File: config.mk
export PLATFORM = sky130hd
export DESIGN_NAME = rng_cmd_front
export DESIGN_NICKNAME = d
export VERILOG_FILES = /design/src/rtl/rng_cmd_front.sv
export SDC_FILE = /design/constraint.sdc
export NUM_CORES = 1
export LEC_CHECK = 0
export BUFFER_PORTS_ARGS = -buffer_cell sky130_fd_sc_hd__buf_2
export CAP_MARGIN = 0
export CORE_MARGIN = 3
export CORE_UTILIZATION = 55
export DETAILED_ROUTE_END_ITERATION = 7
export HOLD_SLACK_MARGIN = 0.15
export PLACE_DENSITY = 0.76
export SYNTH_ARGS = -nofsm -noshare
export SYNTH_HDL_FRONTEND = slang
export SYNTH_SLANG_ARGS = --single-unit
File: constraint.sdc
create_clock -name clk -period 5.6 [get_ports clk]
set_clock_uncertainty 0.2 [all_clocks]
set_input_delay 0.84 -clock clk [delete_from_list [all_inputs] [get_ports clk]]
set_output_delay 0.84 -clock clk [all_outputs]
set_load 0.02 [all_outputs]
File: src/rtl/rng_cmd_front.sv
module rng_cmd_front #(
  parameter int GEN_CYCLES  = 8,
  parameter int SEED_CYCLES = 16,
  parameter int NWORDS      = 8,
  parameter int AW          = 8
) (
  input  logic          clk,
  input  logic          rst_n,
  input  logic          bus_sel,
  input  logic          bus_wr,
  input  logic [AW-1:0] bus_addr,
  input  logic [31:0]   bus_wdata,
  output logic [31:0]   bus_rdata,
  input  logic          seu_inject,
  output logic          irq
);
  localparam int MAXC = (GEN_CYCLES > SEED_CYCLES) ? GEN_CYCLES : SEED_CYCLES;
  localparam int CW   = (MAXC > 2) ? $clog2(MAXC) : 1;
  localparam int IW   = (NWORDS > 1) ? $clog2(NWORDS) : 1;
  localparam logic [AW-1:0] A_CMD = 'h00, A_STAT = 'h04, A_MODE = 'h08, A_SMODE = 'h0C;
  localparam logic [AW-1:0] A_IE = 'h10, A_IST = 'h14, A_RES = 'h20, A_REQ = 'h60, A_AGE = 'h64;
  localparam logic [31:0] POLY = 32'h8020_0003;
  localparam logic [31:0] MIX  = 32'h9E37_79B9;

  typedef enum logic [1:0] {S_IDLE, S_GEN, S_SEED} st_t;

  st_t            st;
  logic [CW-1:0]  cnt;
  logic           gen_after, seeded, wide, nonce, mission;
  logic [31:0]    lfsr, tick;
  logic [31:0]    res [NWORDS];
  logic [2:0]     istat;
  logic [3:0]     ie;
  logic [15:0]    req_rl, age_rl, req_cnt, age_cnt;

  wire wr       = bus_sel & bus_wr;
  wire wr_cmd   = wr && bus_addr == A_CMD;
  wire cmd_gen  = wr_cmd && bus_wdata == 32'd1 && st == S_IDLE;
  wire cmd_seed = wr_cmd && bus_wdata == 32'd2 && st == S_IDLE;
  wire gen_fin  = st == S_GEN  && cnt == '0;
  wire seed_fin = st == S_SEED && cnt == '0;
  wire lock_hit = lfsr == 32'd0 && seeded;
  wire age_exp  = !seed_fin && seeded && age_rl != 16'd0 && age_cnt <= 16'd1;
  wire req_exp  = gen_fin && req_rl != 16'd0 && ({1'b0, req_cnt} + 17'd1 >= {1'b0, req_rl});

  always_ff @(posedge clk) begin
    if (!rst_n) begin
      st <= S_IDLE; cnt <= '0; gen_after <= 1'b0;
    end else begin
      case (st)
        S_IDLE:
          if (cmd_gen && seeded) begin
            st <= S_GEN;  cnt <= CW'(GEN_CYCLES - 1);
          end else if (cmd_gen || cmd_seed) begin
            st <= S_SEED; cnt <= CW'(SEED_CYCLES - 1); gen_after <= cmd_gen;
          end
        S_GEN:
          if (cnt == '0) st <= S_IDLE;
          else cnt <= cnt - 1'b1;
        S_SEED:
          if (cnt != '0) cnt <= cnt - 1'b1;
          else if (gen_after) begin
            st <= S_GEN; cnt <= CW'(GEN_CYCLES - 1); gen_after <= 1'b0;
          end else st <= S_IDLE;
        default: st <= S_IDLE;
      endcase
    end
  end

  always_ff @(posedge clk) begin
    if (!rst_n) begin
      tick <= '0; lfsr <= '0; seeded <= 1'b0; age_cnt <= '0; req_cnt <= '0;
    end else begin
      tick <= tick + 32'd1;
      if (seed_fin)             lfsr <= (tick ^ 32'h6A09_E667) | 32'd1;
      else if (seu_inject)      lfsr <= '0;
      else if (lfsr != 32'd0)   lfsr <= {1'b0, lfsr[31:1]} ^ (lfsr[0] ? POLY : 32'd0);
      if (seed_fin)             age_cnt <= age_rl;
      else if (seeded && age_rl != 16'd0) age_cnt <= age_cnt - 16'd1;
      if (seed_fin)             req_cnt <= '0;
      else if (gen_fin && req_rl != 16'd0) req_cnt <= req_exp ? 16'd0 : req_cnt + 16'd1;
      if (seed_fin) seeded <= 1'b1;
      else if (lock_hit || age_exp || req_exp) seeded <= 1'b0;
    end
  end

  always_ff @(posedge clk) begin
    if (!rst_n) begin
      for (int i = 0; i < NWORDS; i++) res[i] <= '0;
    end else if (gen_fin) begin
      for (int i = 0; i < NWORDS; i++)
        res[i] <= (wide || i < NWORDS / 2) ? lfsr ^ (MIX * 32'(i + 1)) : 32'd0;
    end
  end

  always_ff @(posedge clk) begin
    if (!rst_n) begin
      istat <= '0; ie <= '0; wide <= 1'b0; nonce <= 1'b0; mission <= 1'b0;
      req_rl <= '0; age_rl <= '0;
    end else begin
      istat <= (istat & ~((wr && bus_addr == A_IST) ? {bus_wdata[4], bus_wdata[1], bus_wdata[0]} : 3'b000))
             | {lock_hit, seed_fin, gen_fin};
      if (wr && bus_addr == A_IE)    ie <= {bus_wdata[31], bus_wdata[4], bus_wdata[1], bus_wdata[0]};
      if (wr && bus_addr == A_MODE)  wide <= bus_wdata[3];
      if (wr && bus_addr == A_SMODE) begin nonce <= bus_wdata[2]; mission <= bus_wdata[8]; end
      if (wr && bus_addr == A_REQ)   req_rl <= bus_wdata[15:0];
      if (wr && bus_addr == A_AGE)   age_rl <= bus_wdata[15:0];
    end
  end

  assign irq = ie[3] & |(istat & ie[2:0]);

  wire [AW-1:0] roff = bus_addr - A_RES;
  wire          rhit = bus_addr >= A_RES && roff[1:0] == 2'b00 && int'(roff[AW-1:2]) < NWORDS;

  always_comb begin
    case (bus_addr)
      A_STAT:  bus_rdata = {st == S_SEED, st == S_GEN, 20'd0, seeded, mission, 4'd0, wide, nonce, 2'd0};
      A_MODE:  bus_rdata = {28'd0, wide, 3'd0};
      A_SMODE: bus_rdata = {23'd0, mission, 5'd0, nonce, 2'd0};
      A_IE:    bus_rdata = {ie[3], 26'd0, ie[2], 2'd0, ie[1], ie[0]};
      A_IST:   bus_rdata = {27'd0, istat[2], 2'd0, istat[1], istat[0]};
      A_REQ:   bus_rdata = {16'd0, req_rl};
      A_AGE:   bus_rdata = {16'd0, age_rl};
      default: bus_rdata = rhit ? res[roff[IW+1:2]] : 32'd0;
    endcase
  end

  AST_RDY_AFTER_GEN: assert property (@(posedge clk) disable iff (!rst_n)
    (st == S_GEN && cnt == '0) |=> istat[0] && st == S_IDLE);
  AST_SEED_SETS_SEEDED: assert property (@(posedge clk) disable iff (!rst_n)
    (st == S_SEED && cnt == '0) |=> seeded && istat[1]);
  AST_SEED_THEN_GEN: assert property (@(posedge clk) disable iff (!rst_n)
    (st == S_SEED && cnt == '0 && gen_after) |=> st == S_GEN);
  AST_BUSY_IGNORES_CMD: assert property (@(posedge clk) disable iff (!rst_n)
    (st == S_GEN && cnt != '0 && wr_cmd) |=> st == S_GEN && cnt == $past(cnt) - 1'b1);
  AST_NARROW_UPPER_ZERO: assert property (@(posedge clk) disable iff (!rst_n)
    (st == S_GEN && cnt == '0 && !wide) |=> res[NWORDS-1] == 32'd0);
  AST_RESULT_HOLD: assert property (@(posedge clk) disable iff (!rst_n)
    (st == S_GEN && cnt != '0) |=> $stable(res[0]));
  AST_LOCK_UNSEEDS: assert property (@(posedge clk) disable iff (!rst_n)
    (lfsr == 32'd0 && seeded && !(st == S_SEED && cnt == '0)) |=> !seeded && istat[2]);
endmodule

# ---- Yosys cells after proc, flatten, opt, wreduce, memory -nomap -nowiden
# Memories as Yosys holds them, arrays and structs flattened.
# Cells that the tools add are included.
# Widths: inputs -> output; s select.
dict set report totals {
  memories 1
  in_bits 45
  ramBits 256
  register_bits 146
}
dict set report op_classes {
  n_eq_ne 18
  muxes 44
  n_reduce_logical 46
  n_lt_le_gt_ge 4
  bitwise_logic 25
  addsub 6
}
# memory words width read_ports rd_ports_with_merged_regs write_ports line_no
set mem_list {}
lappend mem_list {res 8 32 1 0 8 31} ;# logic [31:0] res [NWORDS];
# operator count
set op_table {}
lappend op_table {{$mux 32} 17}
lappend op_table {{$pmux 32 s7} 1}
lappend op_table {{$not 19->19} 3}
lappend op_table {{$mux 16} 3}
lappend op_table {{$add 32x1->32 const B} 1}
lappend op_table {{$eq 32x1->1 const B} 1}
lappend op_table {{$eq 32x2->1 const B} 1}
lappend op_table {{$logic_not 32->1} 1}
lappend op_table {{$reduce_bool 16->1} 2}
lappend op_table {{$reduce_bool 32->1} 1}
lappend op_table {{$xor 31x32->32} 1}
lappend op_table {{$logic_and 1x1->1} 23}
lappend op_table {{$mux 4} 5}
lappend op_table {{$not 20->20} 1}
lappend op_table {{$not 18->18} 1}
lappend op_table {{$add 16x1->17 const B} 1}
lappend op_table {{$ge 17x16->1} 1}
lappend op_table {{$not 17->17} 1}
lappend op_table {{$add 16x1->16 const B} 1}
lappend op_table {{$eq 8x4->1 const B} 2}
lappend op_table {{$eq 8x5->1 const B} 2}
lappend op_table {{$eq 8x7->1 const B} 2}
lappend op_table {{$le 16x1->1 const B} 1}
lappend op_table {{$not 16->16} 1}
lappend op_table {{other kinds (38)} 69}

# ---- Depth between registers and ports, before layout
dict set report logic_depth {
  word_depth 10
  mapped_depth 14
}

# ---- Worst setup path before layout
# OpenSTA, ideal clock, no wires.
dict set report synth_path {
  path_kind {input-to-reg}
  from {in rst_n}
  to {mem res[0][0], enable pin}
  setup_slack_ns 0.226
  n_path_buf 2
  arrival_ns 3.879
  t_required_ns 4.105
  cell_stages 3
  path_cell_list {clkbuf_1 -> clkbuf_1 -> nand2_1}
}
# item line_no
set synth_lines {}
lappend synth_lines {{start, declared} 8} ;# input logic rst_n,
lappend synth_lines {{end, declared} 31}

# ---- Worst setup path in the final report
dict set report layout_path {
  from {in bus_addr[1]}
  to {out bus_rdata[1]}
}
dict set report layout_via {
  elab_chain_cells 6
}
# item line_no
set layout_lines {}
lappend layout_lines {{start, declared} 11} ;# input logic [AW-1:0] bus_addr,
lappend layout_lines {{parallel branches: the longest is 5 deep, another holds $sub 8x6->8} n/a}
lappend layout_lines {{$pmux 32 s7 (*)} 117} ;# case (bus_addr)
lappend layout_lines {{end, declared} 13} ;# output logic [31:0] bus_rdata,
# Every way passes the cells marked *.

==> results.txt <==
RD Place Congestion -> 0.923
LEAKAGE -> 6.44 nW
Main synth FF type -> edfxtp_1
Crit-path cells -> buf_2 -> nor3_1 -> nand2b_1 -> a21oi_1 -> or3_1 -> o21ai_0 -> a221o_1 -> buf_2
FFs w/ async S/R, synth -> 0
Maximum VDD drop -> 0.000267 V
Worst EP required -> 4.56 ns
Slowest cell delay on critical path -> 0.79 ns
Switching Power -> 1.53 mW
Vias -> 10.6k
Largest net degree at the start of global routing -> 83
Final worst slack -> 1.35 ns
Resized Gates After CTS -> 0
Drt wl/cell -> 19.3 um
GRT Total Usage -> 0.241
Worst hold slack -> 0.255 ns
Clk sink count -> 302
Clock Latency Late Sink -> 0.57 ns
Std-Cell Rows -> 58
Layout area overhead -> 11.9%
Die W -> 167 um
CTS H-tree lvls -> 1
P per Cell Area -> 360 nW/um2
Post-CTS setup buffers -> 0
I/O Pins -> 78
Critical path capture point type -> output port
Chip height -> 167 um
Share of post-route cells with drive strength above 1 -> 0.123
DIE AREA -> 27800 um2
Fin crit share -> 0.759
Cts hold-fix bufs -> 0
Total CTS buffers -> 31
Initial Util -> 0.563
Post-route antenna net violation count -> 0
Status -> finished, final reports clean
Register share of total power -> 0.483
DR pass1 iterations -> 7
Post-synth EDFFs -> 156
RSZ-0062 raised after global routing -> false
Clock tree root driver cell -> clkbuf_16
Unique masters post-synth -> 62
Register area share after synthesis -> 0.535
Fin Setup TNS -> 0 ns
Vias in the first global route -> 10.2k
Yosys Warn Count -> 0
Cell Int Power -> 4.20 mW
Worst Tran Pin Value -> 1.09 ns
DRC -> 0
Fill count -> 2013
Synth Net Count -> 1443
M1 WL -> 14.3 mm
Clock share of power -> 0.374
First-pass GRT wire length -> 54.6 mm
I/O Buffers -> 77
F_max -> 235 MHz
Place WS -> 1.37 ns
Bufs and invs on worst path -> 2
Cells after Synth -> 1371
Final-report max-slew violation count -> 0
Met2 wire length -> 16.2 mm
Final Hold Fails -> 0
Tmin final -> 4.25 ns
GR Overflow Total -> 0
Core area -> 25300 um2
Post-Syn Area -> 14200 um2
Final Net Count -> 1490
Worst-path fanout max -> 17
Hold Crit Class -> register to register
Post-Syn Area per Cell -> 10.4 um2
Initial DRC Count -> 1127
Initial antenna violation count -> 0
FF+latch count, synth -> 302
Inst Count DP -> 1715
Drt via density -> 5.98
Met3 WL -> 2.74 mm
Final Non-Filler Cells -> 1772
Clk buf depth -> 3
Final design utilization -> 0.630
Post-Route WL -> 34.3 mm
Max Used Layer -> met4
Critical path type -> primary input to output port
Switch share -> 0.266
Most used cell, CP -> buf_2
CP arrival -> 3.21 ns
Critical Path Source Type -> primary input
Combinational share of power -> 0.142
Register clock-pin slew on the reported worst setup and hold paths -> 0.06 ns
Final setup fails -> 0
Slowest CP cell -> or3_1
HPWL after DPL -> 22.6 mm
Worst path top cell family by delay -> simple AND/OR/NAND/NOR gates
N_diodes -> 0
Slew HR -> 0.275
CTS tree -> yes
Max Cap Viol -> 0
[placed cells by master, fill, tap and decap left out, types with 5 or more instances in the layout]
master     count
nor2_1       242
edfxtp_1     156
dfxtp_1      146
mux2i_1       80
buf_2         77
a21oi_1       65
nand2_1       61
and3_1        58
nand3_1       43
o21ai_0       39
inv_1         34
xor2_1        34
and2_1        34
clkbuf_16     32
xnor2_1       30
a31oi_1       30
nor4_1        28
ha_1          27
nand4_1       25
a211oi_1      22
buf_4         21
nor3_1        17
mux4_2        14
a22oi_1       11
clkbuf_1      11
a32o_1         9
o211ai_1       7
nor2b_1        6
nand3b_1       6
clkbuf_8       5
[cell usage after synthesis (4+ instances only)]
cell type / number / area share
nor2_1: 242 / 0.064
edfxtp_1: 156 / 0.33
dfxtp_1: 146 / 0.21
mux2i_1: 80 / 0.056
a21oi_1: 65 / 0.023
nand2_1: 63 / 0.017
clkbuf_1: 60 / 0.016
and3_1: 58 / 0.026
nand3_1: 43 / 0.015
o21ai_0: 39 / 0.014
inv_1: 35 / 0.0092
and2_1: 34 / 0.015
xor2_1: 34 / 0.021
a31oi_1: 30 / 0.013
xnor2_1: 30 / 0.018
nor4_1: 28 / 0.012
ha_1: 27 / 0.024
nand4_1: 25 / 0.011
a211oi_1: 22 / 0.012
nor3_1: 18 / 0.0063
buf_2: 14 / 0.0049
mux4_2: 14 / 0.022
a22oi_1: 11 / 0.0058
a32o_1: 9 / 0.0063
o211ai_1: 7 / 0.0037
nand3b_1: 6 / 0.0032
nor2b_1: 6 / 0.0026
buf_1: 5 / 0.0013
buf_4: 5 / 0.0026
a221o_1: 4 / 0.0028
a222oi_1: 4 / 0.0028
and4_1: 4 / 0.0025
[per-stage QoR]
step                      power [mW]  cell area [um2]
after detailed placement        3.62            14800
after global routing            5.94            15900
after floorplan                 3.39            14200
final                           5.73            15900
after CTS                       5.74            15900
after global placement          3.59            14800
[flip-flops by register name, summed over array words and instances (netlist names), 2 cells and up]
register / cells
istat: 3
age_cnt: 16
req_cnt: 16
tick: 32
lfsr: 32
ie: 4
age_rl: 16
cnt: 4
req_rl: 16
res: 156
st: 2
[power by group through the flow]
stage                     sequential (mW)  combinational (mW)  clock (mW)
after floorplan                      2.78               0.616           0
after global placement               2.80               0.795           0
after detailed placement             2.81               0.808           0
after CTS                            2.77               0.814        2.16
after global routing                 2.79               0.898        2.25
final                                2.77               0.816        2.14
[path summary, 6_finish.rpt]
check	to	from	cells after the start	slack, ns
min	tick[0]$_SDFF_PN0_	tick[0]$_SDFF_PN0_	1	0.26
max	bus_rdata[1]	bus_addr[1]	8	1.35
max reg2reg	req_cnt[15]$_SDFFE_PP0P_	req_cnt[0]$_SDFFE_PP0P_	12	1.63
min reg2reg	tick[0]$_SDFF_PN0_	tick[0]$_SDFF_PN0_	1	0.26
[kinds of logic (layout without fill, tap and decap cells)]
kind of cell | Yosys count | in the layout | synth area share
xor+xnor | 64 | 64 | 0.0394
flops | 302 | 302 | 0.535
mux | 96 | 96 | 0.0801
compound gates | 205 | 205 | 0.0910
simple gates | 556 | 556 | 0.195
buf+inv | 121 | 192 | 0.0350
fa+ha+maj | 27 | 27 | 0.0238
[final cells by class]
cell class	instances	area, um2	share of cell area
clock buffers	48	911	0.0573
clock inverters	9	159	0.00999
inverters	36	135	0.00849
multi-input cells	948	6120	0.385
flip-flops and latches	302	7610	0.478
well taps	330	413	0.0260
repair buffers	99	563	0.0354
[metal layers]
metal | track usage | up-vias
li1 | - | 5064
met1 | 0.333 | 5049
met2 | 0.391 | 411
met3 | 0.0387 | 65
met4 | 0.0807 | 0
met5 | 0 | -
Note: power is estimated with default switching activity, not from simulation.
